--- config.mk ---
export PLATFORM = sky130hd
export DESIGN_NAME = subleq_core
export DESIGN_NICKNAME = d
export VERILOG_FILES = /design/src/rtl/subleq_pkg.sv /design/src/rtl/subleq_fsm.sv /design/src/rtl/subleq_alu.sv /design/src/rtl/subleq_core.sv
export SDC_FILE = /design/constraint.sdc
export NUM_CORES = 1
export LEC_CHECK = 0
export BUFFER_PORTS_ARGS = -buffer_cell sky130_fd_sc_hd__buf_2
export CORE_MARGIN = 2
export CORE_UTILIZATION = 60
export CTS_BUF_LIST = sky130_fd_sc_hd__clkbuf_4 sky130_fd_sc_hd__clkbuf_8 sky130_fd_sc_hd__clkbuf_16
export DETAILED_ROUTE_END_ITERATION = 8
export GPL_TIMING_DRIVEN = 0
export PLACE_DENSITY = 0.91
export RECOVER_POWER = 100
export SETUP_SLACK_MARGIN = 0.4
export SLEW_MARGIN = 40
export SYNTH_ARGS = -nofsm -noshare
export SYNTH_HDL_FRONTEND = slang
export SYNTH_SLANG_ARGS = --single-unit
--- constraint.sdc ---
create_clock -name clk -period 4.5 [get_ports clk]
set_clock_uncertainty 0.05 [all_clocks]
set_input_delay 0.225 -clock clk [delete_from_list [all_inputs] [get_ports clk]]
set_output_delay 0.225 -clock clk [all_outputs]
set_load 0.02 [all_outputs]
--- src/rtl/subleq_pkg.sv ---
package subleq_pkg;

    typedef enum logic [2:0] {
        ST_FETCH_A,
        ST_FETCH_B,
        ST_FETCH_C,
        ST_READ_A,
        ST_READ_B,
        ST_WRITE_B,
        ST_UPDATE_PC,
        ST_HALT
    } state_t;

endpackage

--- src/rtl/subleq_fsm.sv ---
module subleq_fsm
    import subleq_pkg::*;
(
    input  logic   clk,
    input  logic   rst,
    input  logic   in_range,
    output state_t state
);

    state_t state_nx;

    always_ff @(posedge clk) begin
        if (rst) state <= ST_FETCH_A;
        else     state <= state_nx;
    end

    always_comb begin
        state_nx = state;
        unique case (state)
            ST_FETCH_A:   state_nx = in_range ? ST_FETCH_B : ST_HALT;
            ST_FETCH_B:   state_nx = ST_FETCH_C;
            ST_FETCH_C:   state_nx = ST_READ_A;
            ST_READ_A:    state_nx = ST_READ_B;
            ST_READ_B:    state_nx = ST_WRITE_B;
            ST_WRITE_B:   state_nx = ST_UPDATE_PC;
            ST_UPDATE_PC: state_nx = ST_FETCH_A;
            ST_HALT:      state_nx = ST_HALT;
        endcase
    end

endmodule

--- src/rtl/subleq_alu.sv ---
module subleq_alu #(
    parameter int DATA_W = 16
) (
    input  logic [DATA_W-1:0] minuend,
    input  logic [DATA_W-1:0] subtrahend,
    input  logic [DATA_W-1:0] target,
    input  logic [DATA_W-1:0] pc,
    output logic [DATA_W-1:0] diff,
    output logic [DATA_W-1:0] next_pc
);

    localparam logic [DATA_W-1:0] STEP = DATA_W'(3);

    logic not_pos;

    always_comb begin
        diff    = minuend - subtrahend;
        not_pos = diff[DATA_W-1] || (diff == '0);
        next_pc = (not_pos && (target != '0)) ? target : pc + STEP;
    end

endmodule

--- src/rtl/subleq_core.sv ---
module subleq_core
    import subleq_pkg::*;
#(
    parameter int ADDR_W = 8,
    parameter int DATA_W = 16
) (
    input  logic              clk,
    input  logic              rst,
    input  logic [DATA_W-1:0] start_addr,
    output logic              halted,
    output logic [ADDR_W-1:0] mem_addr,
    output logic              mem_re,
    output logic              mem_we,
    output logic [DATA_W-1:0] mem_wdata,
    input  logic [DATA_W-1:0] mem_rdata
);

    localparam int                MEM_WORDS = 1 << ADDR_W;
    localparam logic [DATA_W-1:0] LAST_PC   = DATA_W'(MEM_WORDS - 3);
    localparam logic [ADDR_W-1:0] PC_WORD   = '0;

    state_t            state;
    logic [DATA_W-1:0] pc;
    logic [DATA_W-1:0] op_a;
    logic [DATA_W-1:0] op_b;
    logic [DATA_W-1:0] op_c;
    logic [DATA_W-1:0] val_a;
    logic [DATA_W-1:0] diff;
    logic [DATA_W-1:0] next_pc;
    logic [DATA_W-1:0] next_pc_q;
    logic [ADDR_W-1:0] pc_lo;
    logic              in_range;

    assign in_range = (pc <= LAST_PC);
    assign pc_lo    = pc[ADDR_W-1:0];

    subleq_fsm u_fsm (
        .clk      (clk),
        .rst      (rst),
        .in_range (in_range),
        .state    (state)
    );

    subleq_alu #(.DATA_W(DATA_W)) u_alu (
        .minuend    (mem_rdata),
        .subtrahend (val_a),
        .target     (op_c),
        .pc         (pc),
        .diff       (diff),
        .next_pc    (next_pc)
    );

    // Operand capture: each read returns one cycle after its address
    always_ff @(posedge clk) begin
        if (rst) begin
            pc <= start_addr;
        end else begin
            unique case (state)
                ST_FETCH_B:   op_a      <= mem_rdata;
                ST_FETCH_C:   op_b      <= mem_rdata;
                ST_READ_A:    op_c      <= mem_rdata;
                ST_READ_B:    val_a     <= mem_rdata;
                ST_WRITE_B:   next_pc_q <= next_pc;
                ST_UPDATE_PC: pc        <= next_pc_q;
                default:      ;
            endcase
        end
    end

    // Memory port and status outputs decoded from the state
    always_comb begin
        mem_addr  = '0;
        mem_re    = 1'b0;
        mem_we    = 1'b0;
        mem_wdata = '0;
        halted    = 1'b0;
        unique case (state)
            ST_FETCH_A: begin
                mem_addr = pc_lo;
                mem_re   = in_range;
            end
            ST_FETCH_B: begin
                mem_addr = pc_lo + ADDR_W'(1);
                mem_re   = 1'b1;
            end
            ST_FETCH_C: begin
                mem_addr = pc_lo + ADDR_W'(2);
                mem_re   = 1'b1;
            end
            ST_READ_A: begin
                mem_addr = op_a[ADDR_W-1:0];
                mem_re   = 1'b1;
            end
            ST_READ_B: begin
                mem_addr = op_b[ADDR_W-1:0];
                mem_re   = 1'b1;
            end
            ST_WRITE_B: begin
                mem_addr  = op_b[ADDR_W-1:0];
                mem_we    = 1'b1;
                mem_wdata = diff;
            end
            ST_UPDATE_PC: begin
                mem_addr  = PC_WORD;
                mem_we    = 1'b1;
                mem_wdata = next_pc_q;
            end
            ST_HALT: halted = 1'b1;
        endcase
    end

endmodule

After elaboration in Yosys (flattened, before gate mapping)
Index checks and enable logic that the tools add are counted.
- RAM bits: 0
- memories: 0
- bits of input ports: 34
- output and inout bits: 27
- bits in latches: 0
- ROM bits: 0
- bits in registers: 83
- mux-type cells: 10
- bitwise operators: 1
- div/mod/pow operators: 0
- add/sub/neg operators: 4
- reduce and logical (&&, ||, !) cells: 14
- $lt $le $gt $ge: 1
- shift operators: 0
- multiply operators: 0
- eq/ne operators: 7
- operators by type and width (kind ; number):
    $mux 16 ; 3
    $pmux 8 s5 ; 1
    $pmux 16 s2 ; 1
    $pmux 3 s8 ; 1
    $add 16x2->16 const B ; 1
    $le 16x8->1 const B ; 1
    $logic_not 16->1 ; 1
    $reduce_bool 16->1 ; 1
    $sub 16x16->16 ; 1
    $eq 3x3->1 const B ; 4
    $reduce_and 2->1 ; 5
    $add 8x1->8 const B ; 1
    $add 8x2->8 const B ; 1
    $eq 3x2->1 const B ; 2
    $reduce_or 2->1 ; 2
    $reduce_or 4->1 ; 1
    $eq 3x1->1 const B ; 1
    $logic_not 3->1 ; 1
    $mux 3 ; 1
    $mux 1 ; 2
    $pmux 1 s2 ; 1
    $reduce_bool 2->1 ; 1
    $logic_and 1x1->1 ; 1
    $logic_or 1x1->1 ; 1
    $not 1->1 ; 1

Logic depth before layout (Yosys ltp)
- depth after elaboration: 5
- mapped depth: 14
- gate-level depth less buffers: 11

Hierarchy
From an unflattened synthesis, not the netlist that was laid out.
- cell total of the unflattened synthesis: 524
- area total of the unflattened synthesis: 5417.7 µm²
- by module, submodules not included (module ; cells an instance ; area each (µm²) ; times used):
    subleq_core ; 211 ; 3350.7 ; 1
    subleq_alu ; 298 ; 1941.9 ; 1
    subleq_fsm ; 15 ; 125.1 ; 1

Least setup slack after synthesis
Ideal clock, no wire load.
- kind: flip-flop to flip-flop
- start: register val_a[0]
- end: register next_pc_q[11] (data pin)
- path buffers: 2
- data arrival time: 2866 ps
- cell stages (with the launch flop): 13
- period minus slack after synthesis: 3186 ps
- slack: 1314 ps
- required time: 4179 ps
- setup time: 271 ps
- cells stage by stage: edfxtp_1 > ha_1 > fa_1 > and2b_1 > o2111ai_2 > a21oi_2 > nor3_1 > or3b_1 > nor4_2 > buf_4 > buf_6 > nor4b_2 > nor3b_2
- longest elaborated chain between the ends: 5
- RTL lines (what ; RTL line ; text):
    from (decl) ; subleq_core.sv:27 ; logic [DATA_W-1:0] val_a;
    from (signal assigned) ; subleq_core.sv:62 ; ST_READ_B: val_a <= mem_rdata;
    $sub 16x16->16 (*) ; subleq_alu.sv:17 ; diff = minuend - subtrahend;
    $logic_not 16->1 ; subleq_alu.sv:18 ; not_pos = diff[DATA_W-1] || (diff == '0);
    $logic_or 1x1->1 (*) ; subleq_alu.sv:18 ;
    $logic_and 1x1->1 (*) ; subleq_alu.sv:19 ; next_pc = (not_pos && (target != '0)) ? target : pc + STEP;
    $mux 16 (*) ; subleq_alu.sv:19 ;
    named net next_pc[11] ; subleq_core.sv:29 ; logic [DATA_W-1:0] next_pc;
    to (signal assigned) ; subleq_core.sv:63 ; ST_WRITE_B: next_pc_q <= next_pc;
    to (decl) ; subleq_core.sv:30 ; logic [DATA_W-1:0] next_pc_q;
Mark *: on every way through the listed nets, which the timed path passes. The rest lies on a longest branch.
A chain may end at the register's enable or synchronous reset.

Worst setup path after layout
Same ends and word-level chain as after synthesis.

==> qor.yml <==
floorplan:
  die_y_um: 100.4
  rows: 35
  fp.coreArea_um2: 9109
  die_w_um: 100.4
  start_util_pct: 61.20
  ios: 61
  dieArea_um2: 10080
timing:
  holdWs_ps: 83.25
  setup-tns-final_ps: 0
  finalCriticalPeriod_ps: 4115
  slew_headroom_pct: 1.592
  max_freq_mhz: 243.0
  fin_crit_sh_pct: 91.45
  finalSetupViolations: 0
  rsz0062_at_grt: "false"
  hold_viol_final: 0
  fin_ws_ps: 384.8
  final_max_slew_viol_count: 0
  tightest_slew_ps: 1471
power:
  irDropWorstVdd_v: 0.0001958
  p_sw_uw: 766.4
  pwr-share-comb_pct: 29.7
  sequentialPowerShare_pct: 42.2
  p_clk_share_pct: 28.1
  swShare_pct: 34.08
  p_per_area_nw_per_um2: 366.8
  power.static_leakage_nw: 2.151
  power_mw: 2.249
  p_int_mw: 1.482
drt:
  wl_met3_um: 1540
  drt_iter0_markers: 586
  wl_met1_um: 6166
  vias: 4817
  dr_wl_met2_um: 7002
  routed_wl_um: 15050
  avgRoutedWirePerCell_um: 20.51
  first_pass_iters: 5
  vias_per_cell: 6.563
  final_antenna_net_count: 0
  top_layer: "met4"
  route.detailed.drc: 0
critical_path:
  r2r_start: "val_a[0]"
  critPathMaxFanout: 10
  crit_buf_inv: 2
  reg2regPathDepth: 12
  cp.required_ps: 4570
  arrival_ps: 4180
  crit_slowest_cell: "or3b_1"
  rr_endpoint: "next_pc_q[11]"
  endpoint_kind: "flip-flop"
  startpoint_type: "flip-flop"
  cp_top_family: "simple AND/OR/NAND/NOR gates"
  rrSetupSlack_ps: 380
  max_stage_delay_ps: 510
  path_cells: "ha_1 > fa_1 > and2b_1 > o2111ai_1 > a21oi_1 > nor3_1 > or3b_1 > nor4_1 > buf_4 > buf_6 > nor4b_1 > nor3b_2"
  path_class: "flip-flop to flip-flop"
clock_network:
  cts.htree.levels: 3
  cts_resized: 0
  numCtsBuffers: 9
  cts.sinks: 83
  post-cts-setup-buffer-count: 0
  clk_latency_ps: 370
  clk_path_buf_depth: 2
  cts_hold_buffers: 0
  cts_root_buf: "clkbuf_8"
  cts_tree: "built"
  clkTransAtPathRegs_ps: 90
run_status:
  outcome: "complete, no violations"
finish:
  drive_gt1_share_pct: 12.36
  area_delta_synth_final_pct: 9.989
  postLayoutCoreUtil_pct: 67.31
  n_fill_cell: 728
  layout.nets: 674
  antennaDiodeCount: 0
placement:
  place_ws_ps: 780.1
  dp_hpwl_um: 11110
  gp_congestion: 1.015
  io_buffers: 59
grt:
  grt_max_degree: 17
  grt_first_pass_wirelength_um: 23160
  grt_usage_pct: 30.06
  first_global_vias: 4465
  overflow: 0
  antenna_found_initial: 0
synth:
  synthDistinctLibCells: 64
  ys_seq_area_share_pct: 44.18
  avgSynthCellArea_um2: 10.23
  synth_flop_cell: "edfxtp_1"
  synth_seq_cells: 83
  netlist_instances: 545
  yosys_warnings: 0
  syn-num-nets: 601
  syn-cell-area_um2: 5574
  synthArstFlopShare_pct: 0
  synth_edf_count: 80
min_path:
  hold_depth: 1
  min_from: "mem_rdata[14]"
  hold_class: "input port to flip-flop"
  worst_hold_path.endpoint: "val_a[14]"
job:
  drv_cap: 0
synth_stat cells (6+ instances only):
master / n / area share [%]
nor3_1: 13 / 1.2
nor4b_2: 9 / 2.4
nor3b_2: 7 / 1.6
nor2b_1: 7 / 0.79
edfxtp_1: 80 / 43
o211ai_1: 18 / 2.4
nand3b_1: 16 / 2.2
xor2_1: 15 / 2.4
nand2b_1: 9 / 1.0
nor2_1: 26 / 1.8
xnor2_1: 11 / 1.7
inv_1: 20 / 1.3
nor4_1: 6 / 0.67
o311ai_0: 9 / 1.4
buf_2: 8 / 0.72
and3_1: 9 / 1.0
o21ai_0: 21 / 1.9
nand2_1: 57 / 3.8
a21o_1: 6 / 0.81
nand3_1: 20 / 1.8
a21oi_1: 21 / 1.9
mux2_2: 19 / 3.8
ha_1: 21 / 4.7
clkbuf_1: 27 / 1.8
layout by cell type (no fill, tap or decap), types with 4 or more instances in the layout:
master	synthesis	routed
a21o_1	6	6
a21oi_1	21	23
a22o_1	5	5
a31oi_1	4	4
and3_1	9	9
buf_2	8	28
clkbuf_1	27	70
clkbuf_8	0	10
edfxtp_1	80	80
ha_1	21	21
inv_1	20	20
mux2_2	19	18
mux2i_1	5	5
nand2_1	57	57
nand2b_1	9	9
nand3_1	20	20
nand3b_1	16	16
nor2_1	26	26
nor2b_1	7	7
nor3_1	13	13
nor3b_1	5	5
nor3b_2	7	7
nor4_1	6	7
nor4b_1	0	8
o2111ai_1	3	4
o211ai_1	18	18
o21a_1	4	4
o21ai_0	21	21
o21bai_1	4	4
o311a_1	4	4
o311ai_0	9	9
xnor2_1	11	11
xor2_1	15	15
sequential cells by signal, summed over array words and instances (netlist names), named ones only:
name,cells
val_a,16
pc,16
next_pc_q,16
u_fsm.state,2
op_b,8
op_c,16
op_a,8
metrics by stage:
step / instance area (µm²) / instances
2_1_floorplan: 5574 / 545
3_3_place_gp: 6008 / 715
3_5_place_dp: 6051 / 718
4_1_cts: 6281 / 734
5_1_grt: 6131 / 734
6_report: 6131 / 734
layout make-up:
class                      count  area (µm²)  area share [%]
multi-input combinational    402        2795           45.59
clock buffer                  11       145.1           2.367
clock inverter                 5       85.08           1.388
sequential                    83        2462           40.16
tap                          111       138.9           2.265
buffer                        40       170.2           2.776
timing repair buffer          62       259.0           4.224
inverter                      20       75.07           1.224
logic make-up after synthesis:
logic type               Yosys count  share of synthesized area (%)
AO/OA/AOI/OAI                    124                          15.67
XOR/XNOR                          26                          4.085
adder cells (fa/ha/maj)           22                          5.073
buffers and inverters             60                          4.422
flip-flops                        83                          44.18
multiplexers                      24                          4.736
AND/OR/NAND/NOR                  206                          21.84
power groups by stage:
stage          Sequential (mW)  Clock, mW  Combinational [mW]
2_1_floorplan            0.952          0               0.479
3_3_place_gp             0.963          0               0.644
3_5_place_dp             0.965          0               0.669
4_1_cts                  0.947      0.627               0.676
5_1_grt                  0.954      0.660               0.719
6_report                 0.949      0.631               0.669
routing by layer:
| layer | global-route usage, % | vias to the layer above |
|---|---|---|
| met4 | 8.641 | 0 |
| met5 | 0 | - |
| met3 | 6.198 | 32 |
| met1 | 41.46 | 2286 |
| met2 | 48.32 | 302 |
| li1 | - | 2197 |
worst max path at each step:
| stage | from | endpoint | slack [ps] | cells after the start |
|---|---|---|---|---|
| after floorplan | val_a[0] | next_pc_q[11] | 1310 | 12 |
| after global placement | mem_rdata[0] | next_pc_q[11] | 930 | 14 |
| after detailed placement | mem_rdata[0] | next_pc_q[11] | 780 | 14 |
| after CTS | val_a[0] | mem_wdata[12] | 560 | 10 |
| after global routing | val_a[0] | next_pc_q[11] | 210 | 12 |
| final | val_a[0] | next_pc_q[11] | 380 | 12 |
Power figures use the tool's default switching activity.
